`src/rtl/serp_pkg.sv`:
```
`timescale 1ns/1ps
package serp_pkg;
  // word indices on the register bus (the bus behaviour depends on these)
  localparam int unsigned W_TXCTL   = 0;
  localparam int unsigned W_TXDMA   = 1;
  localparam int unsigned W_RXCTL   = 2;
  localparam int unsigned W_DOUT    = 7;
  localparam int unsigned W_STATCLR = 8;
  localparam int unsigned W_STAT    = 9;
  localparam int unsigned W_MASK    = 11;
  localparam int unsigned W_ACK     = 12;
  localparam int unsigned W_RAW     = 13;
  localparam int unsigned W_MSKD    = 14;
  // status bit positions
  localparam int unsigned B_DAV     = 16;
  localparam int unsigned B_IDLE    = 22;
  localparam int unsigned B_TRDY    = 23;
  // interrupt bit positions
  localparam int unsigned I_TX      = 0;
  localparam int unsigned I_RX      = 3;
endpackage

```
`src/rtl/serp_tx_hold.sv`:
```
`timescale 1ns/1ps
module serp_tx_hold #(
  parameter int unsigned BW = 8
) (
  input  logic          clk,
  input  logic          rst_n,
  input  logic          load,
  input  logic [BW-1:0] load_byte,
  output logic [BW-1:0] tx_data,
  output logic          tx_valid,
  input  logic          tx_ready
);
  always_ff @(posedge clk) begin
    if (!rst_n) begin
      tx_data  <= '0;
      tx_valid <= 1'b0;
    end else if (load) begin
      tx_data  <= load_byte;
      tx_valid <= 1'b1;
    end else if (tx_valid && tx_ready) begin
      tx_valid <= 1'b0;
    end
  end
endmodule

```
`src/rtl/serp_rx_status.sv`:
```
`timescale 1ns/1ps
module serp_rx_status #(
  parameter int unsigned DW = 32,
  parameter int unsigned BW = 8
) (
  input  logic          clk,
  input  logic          rst_n,
  input  logic          take,
  input  logic [BW-1:0] byte_in,
  input  logic          clr_dav,
  output logic          dav,
  output logic [DW-1:0] status
);
  import serp_pkg::*;
  logic [BW-1:0] last_byte;

  always_ff @(posedge clk) begin
    if (!rst_n) begin
      last_byte <= '0;
      dav       <= 1'b0;
    end else begin
      if (take) last_byte <= byte_in;
      if (take)         dav <= 1'b1;
      else if (clr_dav) dav <= 1'b0;
    end
  end

  always_comb begin
    status          = '0;
    status[BW-1:0]  = last_byte;
    status[B_DAV]   = dav;
    status[B_IDLE]  = 1'b1;
    status[B_TRDY]  = 1'b1;
  end
endmodule

```
`src/rtl/serp_irq_core.sv`:
```
`timescale 1ns/1ps
module serp_irq_core #(
  parameter int unsigned DW = 32
) (
  input  logic          clk,
  input  logic          rst_n,
  input  logic          tx_load,
  input  logic          ack_wr,
  input  logic [DW-1:0] ack_val,
  input  logic          mask_wr,
  input  logic [DW-1:0] mask_val,
  input  logic          rx_take,
  output logic [DW-1:0] raw,
  output logic [DW-1:0] mask,
  output logic          irq
);
  import serp_pkg::*;
  logic          pending;
  logic          ack_hit;
  logic [DW-1:0] ack_eff, set_v, raw_n, mask_n;
  logic          pend_n;

  always_comb begin
    ack_hit = ack_wr && pending && ack_val[I_TX];
    ack_eff = ack_wr ? ack_val : '0;
    if (ack_hit) ack_eff[I_TX] = 1'b0;
    set_v        = '0;
    set_v[I_TX]  = tx_load || ack_hit;
    raw_n        = (raw | set_v) & ~ack_eff;
    if (rx_take) raw_n[I_RX] = 1'b1;
    mask_n = mask_wr ? mask_val : mask;
    if (tx_load)      pend_n = 1'b1;
    else if (ack_hit) pend_n = 1'b0;
    else              pend_n = pending;
  end

  always_ff @(posedge clk) begin
    if (!rst_n) begin
      raw     <= '0;
      mask    <= '0;
      pending <= 1'b0;
      irq     <= 1'b0;
    end else begin
      raw     <= raw_n;
      mask    <= mask_n;
      pending <= pend_n;
      irq     <= |(raw_n & mask_n);
    end
  end
endmodule

```
`src/rtl/serp_top.sv`:
```
`timescale 1ns/1ps
module serp_top #(
  parameter int unsigned AW = 4,
  parameter int unsigned DW = 32,
  parameter int unsigned BW = 8
) (
  input  logic          clk,
  input  logic          rst_n,
  input  logic [AW-1:0] bus_addr,
  input  logic          bus_wr,
  input  logic          bus_rd,
  input  logic [DW-1:0] bus_wdata,
  output logic [DW-1:0] bus_rdata,
  output logic [BW-1:0] tx_data,
  output logic          tx_valid,
  input  logic          tx_ready,
  input  logic [BW-1:0] rx_data,
  input  logic          rx_valid,
  output logic          rx_ready,
  output logic          irq
);
  import serp_pkg::*;

  logic [DW-1:0] txctl_q, txdma_q, rxctl_q, dout_q;
  logic [DW-1:0] irq_raw, irq_mask, status_w, rd_mux;
  logic          stat_dav, rx_take;
  logic          wr_txctl, wr_txdma, wr_rxctl, wr_dout, wr_mask, wr_ack, rd_clr;

  assign wr_txctl = bus_wr && (bus_addr == AW'(W_TXCTL));
  assign wr_txdma = bus_wr && (bus_addr == AW'(W_TXDMA));
  assign wr_rxctl = bus_wr && (bus_addr == AW'(W_RXCTL));
  assign wr_dout  = bus_wr && (bus_addr == AW'(W_DOUT));
  assign wr_mask  = bus_wr && (bus_addr == AW'(W_MASK));
  assign wr_ack   = bus_wr && (bus_addr == AW'(W_ACK));
  assign rd_clr   = bus_rd && (bus_addr == AW'(W_STATCLR));

  assign rx_ready = rxctl_q[0] || !irq_raw[I_RX];
  assign rx_take  = rx_valid && rx_ready;

  always_ff @(posedge clk) begin
    if (!rst_n) begin
      txctl_q <= '0;
      txdma_q <= '0;
      rxctl_q <= '0;
      dout_q  <= '0;
    end else begin
      if (wr_txctl) txctl_q <= bus_wdata;
      if (wr_txdma) txdma_q <= bus_wdata;
      if (wr_rxctl) rxctl_q <= bus_wdata;
      if (wr_dout)  dout_q  <= bus_wdata;
    end
  end

  serp_tx_hold #(.BW(BW)) u_tx (
    .clk(clk), .rst_n(rst_n), .load(wr_dout), .load_byte(bus_wdata[BW-1:0]),
    .tx_data(tx_data), .tx_valid(tx_valid), .tx_ready(tx_ready)
  );

  serp_rx_status #(.DW(DW), .BW(BW)) u_rx (
    .clk(clk), .rst_n(rst_n), .take(rx_take), .byte_in(rx_data),
    .clr_dav(rd_clr), .dav(stat_dav), .status(status_w)
  );

  serp_irq_core #(.DW(DW)) u_irq (
    .clk(clk), .rst_n(rst_n), .tx_load(wr_dout), .ack_wr(wr_ack),
    .ack_val(bus_wdata), .mask_wr(wr_mask), .mask_val(bus_wdata),
    .rx_take(rx_take), .raw(irq_raw), .mask(irq_mask), .irq(irq)
  );

  always_comb begin
    rd_mux = '0;
    case (bus_addr)
      AW'(W_TXCTL):   rd_mux = txctl_q;
      AW'(W_TXDMA):   rd_mux = txdma_q;
      AW'(W_RXCTL):   rd_mux = rxctl_q;
      AW'(W_DOUT):    rd_mux = dout_q;
      AW'(W_STATCLR): rd_mux = status_w;
      AW'(W_STAT):    rd_mux = status_w;
      AW'(W_MASK):    rd_mux = irq_mask;
      AW'(W_RAW):     rd_mux = irq_raw;
      AW'(W_MSKD):    rd_mux = irq_raw & irq_mask;
      default:        rd_mux = '0;
    endcase
  end

  always_ff @(posedge clk) begin
    if (!rst_n)      bus_rdata <= '0;
    else if (bus_rd) bus_rdata <= rd_mux;
  end
endmodule

```
`config.mk`:
```
export PLATFORM = sky130hd
export DESIGN_NAME = serp_top
export DESIGN_NICKNAME = d
export VERILOG_FILES = /design/src/rtl/serp_pkg.sv /design/src/rtl/serp_tx_hold.sv /design/src/rtl/serp_rx_status.sv /design/src/rtl/serp_irq_core.sv /design/src/rtl/serp_top.sv
export SDC_FILE = /design/constraint.sdc
export NUM_CORES = 1
export LEC_CHECK = 0
export BUFFER_PORTS_ARGS = -buffer_cell sky130_fd_sc_hd__buf_2
export CORE_ASPECT_RATIO = 1.5
export CORE_MARGIN = 2
export CORE_UTILIZATION = 34
export DETAILED_ROUTE_END_ITERATION = 6
export PLACE_DENSITY = 0.5
export SETUP_SLACK_MARGIN = 0.1
export SLEW_MARGIN = 20
export SYNTH_ARGS = -nofsm -noshare
export SYNTH_HDL_FRONTEND = slang
export SYNTH_HIERARCHICAL = 1
export SYNTH_SLANG_ARGS = --single-unit
```
`constraint.sdc`:
```
create_clock -name clk -period 2.6 [get_ports clk]
set_input_delay 0.13 -clock clk [delete_from_list [all_inputs] [get_ports clk]]
set_output_delay 0.13 -clock clk [all_outputs]
set_load 0.02 [all_outputs]
```
==> summary.md, run 1 <==
| Metric | Value |
|---|---|
| Total track usage | 0.228 |
| WP data required | 3.03 ns |
| Ys async rst share | 0 |
| Cell Pwr Density | 640 mW/mm2 |
| H-tree level count | 1 |
| Worst-path clk slew | approximately 0.06 ns |
| Reg2Reg Depth | 4 |
| Register area share after synthesis | 0.438 |
| CORE AREA | 0.0324 mm2 |
| Power Total | 8.54 mW |
| Post-DRT Antenna Nets | 0 |
| CTS root buffer | clkbuf_16 |
| Final worst-path cycle share | 0.741 |
| HPWL after detailed placement | 26,500 um |
| Clock buffer depth | 3 |
| DR iter-0 viols | between 700 and 800 |
| Kind of critical path | in -> reg |
| Yosys cell types | 55 |
| Syn_area_per_cell | 8.34 um2 |
| VDD IR max | 458 uV |
| First-pass GRT wire length | 60,400 um |
| Clk sinks | 244 |
| Worst Path Max Fanout | 14 |
| Nets | 1,502 |
| Mapped cell area | 0.0112 mm2 |
| Max-Slew Margin vs Limit | 0.559 |
| # DRC | 0 |
| Arrival @ worst endpoint | 2.36 ns |
| Via count of the routed design | 10,000 |
| RD Place Congestion | 0.889 |
| Worst Hold Path Cells | 4 |
| RSZ-0062 raised after global routing | no |
| Initial core utilization | 0.344 |
| Final setup vio count | 0 |
| Clock skew | 0.00835 ns |
| Die Wd | 152 um |
| Number of flops mapped to enable cells by yosys | 0 |
| HP Class | in -> reg |
| Die area | 0.0343 mm2 |
| CTS tree | done |
| CP Launch Type | input port |
| Layout cell share with drive strength beyond 1 | 0.143 |
| R2R Setup Slk | between 0.8 and 0.9 ns |
| Final Util | 0.411 |
| Initial antenna violation count | 0 |
| Antenna cells | 0 |
| Achievable Freq | 0.519 GHz |
| Largest net degree at the start of global routing | 98 |
| Synth Instances | 1,338 |
| Layout overhead on the synthesized area | 19.6% |
| Final Max Tran Viols | 0 |
| Leak | roughly 4.8 nW |
| Most used DFF post-synth | dfxtp_1 |
| MaxCap Viol Count | 0 |
| I/O pin count | 93 |
| Multi-input gate area | 0.00563 mm2 |
| Port Buffer Count | 92 |
| Worst-Skew Late Latency | 0.55 ns |
| Post-CTS setup buffers | 0 |
| FILL cells | 3,314 |
| Number of global-route vias before repair | 9,671 |
| Synth warnings | 6 |
| Routed wire length per instance | 21.3 um |
| Via density | around 5.3 |
| Worst Tran Pin Value | 0.661 ns |
| Num CTS Buffers | 26 |
| WL final | approximately 40,000 um |
| Final hold slack | 0.0417 ns |
| Setup TNS | 0 ns |
| Status | finished clean |
| Reg area | 0.00488 mm2 |
| Pre-antenna DRT Iters | 5 |
| Die height | 226 um |
| #FFs+latches synth | between 200 and 250 |
| Hold Fails Final Rpt | 0 |
| Row count | 81 |
| Crit. End Element | flip-flop |
| Grt ovf | 0 |
| Tmin final | slightly below 2 ns |
placed cells by master, fill, tap and decap left out, drive strengths merged, types with 10 or more instances in the layout:
master       count
nand2          377
dfxtp          244
buf            147
a21boi         128
nor2            68
mux2i           63
dlygate4sd3     42
o22ai           40
a21oi           39
o21ai           38
clkbuf          36
a22oi           35
nor2b           30
conb            23
and3            18
a211oi          16
nand3b          15
o2bb2ai         14
nor3b           10
worst max-delay path, cell delays in order:
cell and delay (ns):
buf_2 0.10, nor2b_1 0.17, and3_2 0.52, mux2i_1 0.33, o22ai_1 0.14, or4_1 0.54, o41a_1 0.42
what timing repair did:
item | in CTS | in global routing
gates resized for setup | 0 | 0
setup endpoints to repair | 0 | 0
hold buffers | 42 | 0
endpoints found under the hold margin | 173 | 0
synthesized netlist by cell type, types with 3 or more instances:
cell	n	area share
o2bb2ai_1	14	0.011
a21oi_1	39	0.018
a221oi_1	4	0.0031
buf_4	31	0.021
o22ai_1	40	0.022
nor3b_1	10	0.0067
nand3b_1	15	0.010
a211oi_1	16	0.011
a21boi_0	93	0.063
a22oi_1	35	0.024
a32oi_1	9	0.0071
a22o_1	4	0.0031
o21ai_1	20	0.0090
mux2i_1	63	0.057
nor2b_1	30	0.017
or2_2	3	0.0017
and3_1	18	0.010
a311oi_1	6	0.0047
a21boi_1	35	0.024
nand2_1	376	0.13
clkbuf_1	36	0.012
nor2_1	65	0.022
o21ai_0	18	0.0081
dfxtp_1	244	0.44
nor2_2	3	0.0017
nand2b_1	3	0.0017
a21o_1	4	0.0027
buf_2	44	0.020
a2bb2oi_1	3	0.0024
buf_6	13	0.013
nand3_1	5	0.0022
and2_1	8	0.0045
o2111a_1	4	0.0040
layer usage:
metal	part of all wire	GRT usage	vias to the layer above
li1	-	-	4818
met1	0.42	0.288	4800
met2	0.49	0.397	320
met3	0.053	0.0253	77
met4	0.037	0.0920	0
met5	0	0	-
where the power goes:
group          switching [mW]  leakage (nW)  internal (mW)
Sequential             0.0314          1.97           3.79
Clock                    1.62         0.459           2.38
Combinational           0.468          2.32          0.256
Total                    2.12          4.75           6.43
layout make-up:
type,instances,share of cell area
Clock buffer,36,0.0584
Clock inverter,11,0.0100
Inverter,4,0.00122
Multi-Input combinational cell,987,0.422
Sequential cell,244,0.366
Tap cell,415,0.0389
Timing Repair Buffer,189,0.104
final timing paths:
check | from | end
setup / recovery | bus_addr[3] | u_irq/irq
hold / removal | rx_valid | u_irq/raw[3]
setup reg to reg | u_irq/mask[1] | u_irq/irq
hold reg to reg | bus_rdata[12] | bus_rdata[12]
logic make-up after synthesis:
logic type	Yosys count	synth area share
AO/OA/AOI/OAI	356	0.227
XOR/XNOR	1	0.000785
buffers and inverters	128	0.0673
flip-flops	244	0.438
multiplexers	63	0.0565
other	2	0.000673
AND/OR/NAND/NOR	544	0.209
flip-flops by register name, summed over array words and instances, names as in the netlist:
name and count:
bus_rdata 32, dout_q 32, rxctl_q 32, txctl_q 32, txdma_q 32, u_irq/irq 1
u_irq/mask 32, u_irq/pending 1, u_irq/raw 32, u_rx/dav 1, u_rx/last_byte 8, u_tx/tx_data 8
u_tx/tx_valid 1
metrics by stage:
step / area (um2) / setup WS [ns] / std cells
final: 13300 / 0.674 / 1886
after floorplan: 11200 / 0.101 / 1359
after global placement: 12000 / 0.221 / 1797
after CTS: 13300 / 0.740 / 1886
after detailed placement: 12000 / 0.171 / 1797
after global routing: 13300 / 0.564 / 1886
(Power assumes the default switching activity.)
==> run 2, diff against run 1 <==
--- a/config.mk
+++ b/config.mk
@@ -5,6 +5,7 @@
 export SDC_FILE = /design/constraint.sdc
 export NUM_CORES = 1
 export LEC_CHECK = 0
+export ABC_AREA = 1
 export BUFFER_PORTS_ARGS = -buffer_cell sky130_fd_sc_hd__buf_2
 export CORE_ASPECT_RATIO = 1.5
 export CORE_MARGIN = 2
==> constraint.sdc (replaced) <==
create_clock -name clk -period 1.75 [get_ports clk]
set_input_delay 0.0875 -clock clk [delete_from_list [all_inputs] [get_ports clk]]
set_output_delay 0.0875 -clock clk [all_outputs]
set_load 0.02 [all_outputs]
==> summary.md, run 2 <==
| Metric | Value |
|---|---|
| Number of global-route vias before repair | 10,900 (+13%) |
| Most common cell in the netlist | nand2_1 |
| Nets | 1,940 (+29%) |
| Most used DFF post-synth | dfxtp_1 |
| Simple-Gate Fraction of Synth Area | 0.318 (+0.109) |
| Port Buffer Count | 92 (unchanged) |
| DP Area | 0.0129 mm2 (+7.3%) |
| Crit. End Element | flip-flop |
| Routed wire length per instance | 15.9 um (-25%) |
| Synth Area in Adders | 0 (unchanged) |
| Largest net degree at the start of global routing | 65 (-34%) |
| Synth area leader | dfxtp_1 |
| Post-synthesis mux area share | 0 (-0.0565) |
| Register area share after synthesis | 0.415 (-0.0227) |
| First-pass GRT wire length | 59,400 um (-1.6%) |
| Leak | 6.08 nW (+28%) |
| Achievable Freq | 0.760 GHz |
| Final worst slack | 0.434 ns (-0.240 ns) |
| # DRC | 0 (unchanged) |
| Die Wd | 156 um (+2.6%) |
| Final worst-path cycle share | 0.752 |
| Tmin final | ~1.3 ns |
| Kind of critical path | reg -> reg |
| Pre-antenna DRT Iters | 4 (-1) |
| Yosys cell types | 25 (-55%) |
| Layout cell share with drive strength beyond 1 | 0.115 (-0.0281) |
| Place WS | -0.0460 ns (-0.217 ns) |
| Synth Area in Compound Gates | 0.149 (-0.0787) |
| FILL cells | 3,601 (+8.7%) |
| Initial antenna violation count | 1 (+1) |
| Setup TNS | 0 ns (unchanged) |
| Synth Area in XOR/XNOR | 0 (-0.000785) |
| Reg area | 0.00488 mm2 (unchanged) |
| Worst Tran Pin Value | 0.601 ns (-0.0596 ns) |
| Max-Slew Margin vs Limit | 0.599 (+0.0402) |
| Largest cells by area after synthesis | dfxtp_1, nand2_1, nand3_1 |
| CP Launch Type | flip-flop |
| Final hold slack | 0.0747 ns (+0.0330 ns) |
| R2r startpoint | u_irq/raw[3] |
| R2R Setup Slk | 0.43 ns (-0.40 ns) |
| Hold endpoint | u_tx/tx_valid |
| Layout overhead on the synthesized area | 21.2% |
| Ys async rst share | 0 (unchanged) |
| Post-DRT Antenna Nets | 0 (unchanged) |
| CTS tree | done |
| Grt ovf | 0 (unchanged) |
| Worst Hold Path Cells | 3 (-1) |
| Worst Path Max Fanout | 5 (-9) |
| RSZ-0062 raised after global routing | no |
| Die area | 0.0361 mm2 (+5.4%) |
| Post-CTS setup buffers | 0 (unchanged) |
| Cell Pwr Density | 907 mW/mm2 (+42%) |
| Clk sinks | 244 (unchanged) |
| Synth warnings | 6 (unchanged) |
| Post-CTS Resized | 0 (unchanged) |
| Clock buffer depth | 3 (unchanged) |
| H-tree level count | 1 (unchanged) |
| Syn_area_per_cell | 6.59 um2 (-21%) |
| Num CTS Buffers | 26 (unchanged) |
| VDD IR max | 577 uV (+26%) |
| Commonest non-fill, non-tap cell in the layout | nand2_1 |
| WL final | 37,100 um (-7.5%) |
| HPWL after detailed placement | 24,200 um (-8.7%) |
| MaxCap Viol Count | 0 (unchanged) |
| Status | finished clean |
| Multi-input gate area | 0.00564 mm2 (+0.22%) |
| Reg2Reg Capture Point | u_irq/irq |
| Total track usage | 0.207 (-0.0208) |
| #FFs+latches synth | 244 (unchanged) |
| Initial core utilization | 0.344 (+0.000403) |
| HP Class | in -> reg |
| Arrival @ worst endpoint | 1.72 ns (-0.64 ns) |
| Via count of the routed design | 11,300 (+13%) |
| Antenna cells | 0 (unchanged) |
| Synth Instances | 1,786 (+33%) |
| Most frequent cells in the layout | nand2_1, dfxtp_1, nand3_1 |
| Row count | 83 (+2.5%) |
| Via density | 4.84 (-8.8%) |
| CTS root buffer | clkbuf_16 |
| Post-route cell area | 0.0143 mm2 (+6.9%) |
| Final setup vio count | 0 (unchanged) |
| I/O pin count | 93 (unchanged) |
| Worst-path clk slew | 0.07 ns (about the same) |
| Reg2Reg Depth | 9 (+5) |
| Synth top cells by count | nand2_1, dfxtp_1, nand3_1, a21oi_1, inv_1 |
| Final Max Tran Viols | 0 (unchanged) |
| DR iter-0 viols | 537 (-33%) |
| Mapped cell area | 0.0118 mm2 (+5.5%) |
| Hold Startpoint | rst_n |
| RD Place Congestion | 0.818 (-8.0%) |
| Worst-Skew Late Latency | 0.54 ns (about the same) |
| WP data required | 2.15 ns (-0.88 ns) |
| Top cell type's share of synthesized area | 0.415 (-0.0227) |
| Clock skew | 0.0163 ns (+0.00797 ns) |
| Die height | 232 um (+2.7%) |
| Hold Fails Final Rpt | 0 (unchanged) |
| Number of flops mapped to enable cells by yosys | 0 (unchanged) |
| CORE AREA | 0.0342 mm2 (+5.4%) |
| Largest family of logic cells by synthesized area | simple AND/OR/NAND/NOR gates |
run 2: cell count changes after synthesis, sizes merged, moves of 35 or more:
cell	previous run	this run
nand3	5	229
inv	3	184
a21oi	39	183
a21boi	128	24
nor2	68	162
o21ai	38	129
nand2	377	449
mux2i	63	0
o22ai	40	0
a22oi	35	0
run 2: kinds of logic after synthesis:
family / count (synthesis)
flops: 244
compound gates: 336
buf+inv: 324
other cells: 2
simple gates: 880
run 2: cell type report:
| class | instances | share of cell area |
|---|---|---|
| clock inverter | 11 | 0.0128 |
| tap | 425 | 0.0373 |
| clock buffer | 35 | 0.0537 |
| multi-input combinational | 1239 | 0.395 |
| inverter | 184 | 0.0484 |
| timing repair buffer | 195 | 0.110 |
| sequential | 244 | 0.343 |
run 2: how the worst max path moves through the flow:
stage / start / slack [ns] / to
final: u_irq/raw[3] / 0.43 / u_irq/irq
after global routing: rxctl_q[0] / 0.23 / u_irq/irq
after CTS: u_irq/raw[3] / 0.41 / u_irq/irq
after detailed placement: bus_addr[3] / -0.05 / u_irq/irq
after global placement: bus_addr[3] / -0.03 / u_irq/irq
after floorplan: bus_addr[1] / 0.11 / u_irq/irq
run 2: routing by layer:
metal | track usage | share of wire | routed length [um]
met4 | 0.0542 | 0.020 | 760
met5 | 0 | 0.00032 | 12
met1 | 0.258 | 0.44 | 16500
met3 | 0.0218 | 0.030 | 1120
met2 | 0.378 | 0.51 | 18800
run 2: per-stage QoR:
stage               utilization  power, mW  cells
finish                    0.417       12.9   2333
global route              0.417       13.5   2333
CTS                       0.417       13.1   2333
detailed placement        0.377       6.88   2245
global placement          0.377       6.87   2245
floorplan                     -       6.40   1807
run 2: where the power goes:
group          internal [mW]  switching, mW  leakage (nW)
combinational          0.360          0.744          3.64
sequential              5.66         0.0589          1.97
clock                   3.79           2.33         0.469
run 2: critical path: stages (launching register included):
cell and delay [ns]:
dfxtp_1 0.40, a21boi_0 0.14, inv_1 0.11, nand2_1 0.06
nand2_1 0.06, nand2_1 0.05, nor2_1 0.11, nand2_1 0.09
nor2_1 0.09, a21oi_1 0.07
run 2: what timing repair did:
action                                  CTS  global route
hold buffers                             42             0
hold endpoints to repair                200             0
endpoints found under the setup margin    0             0
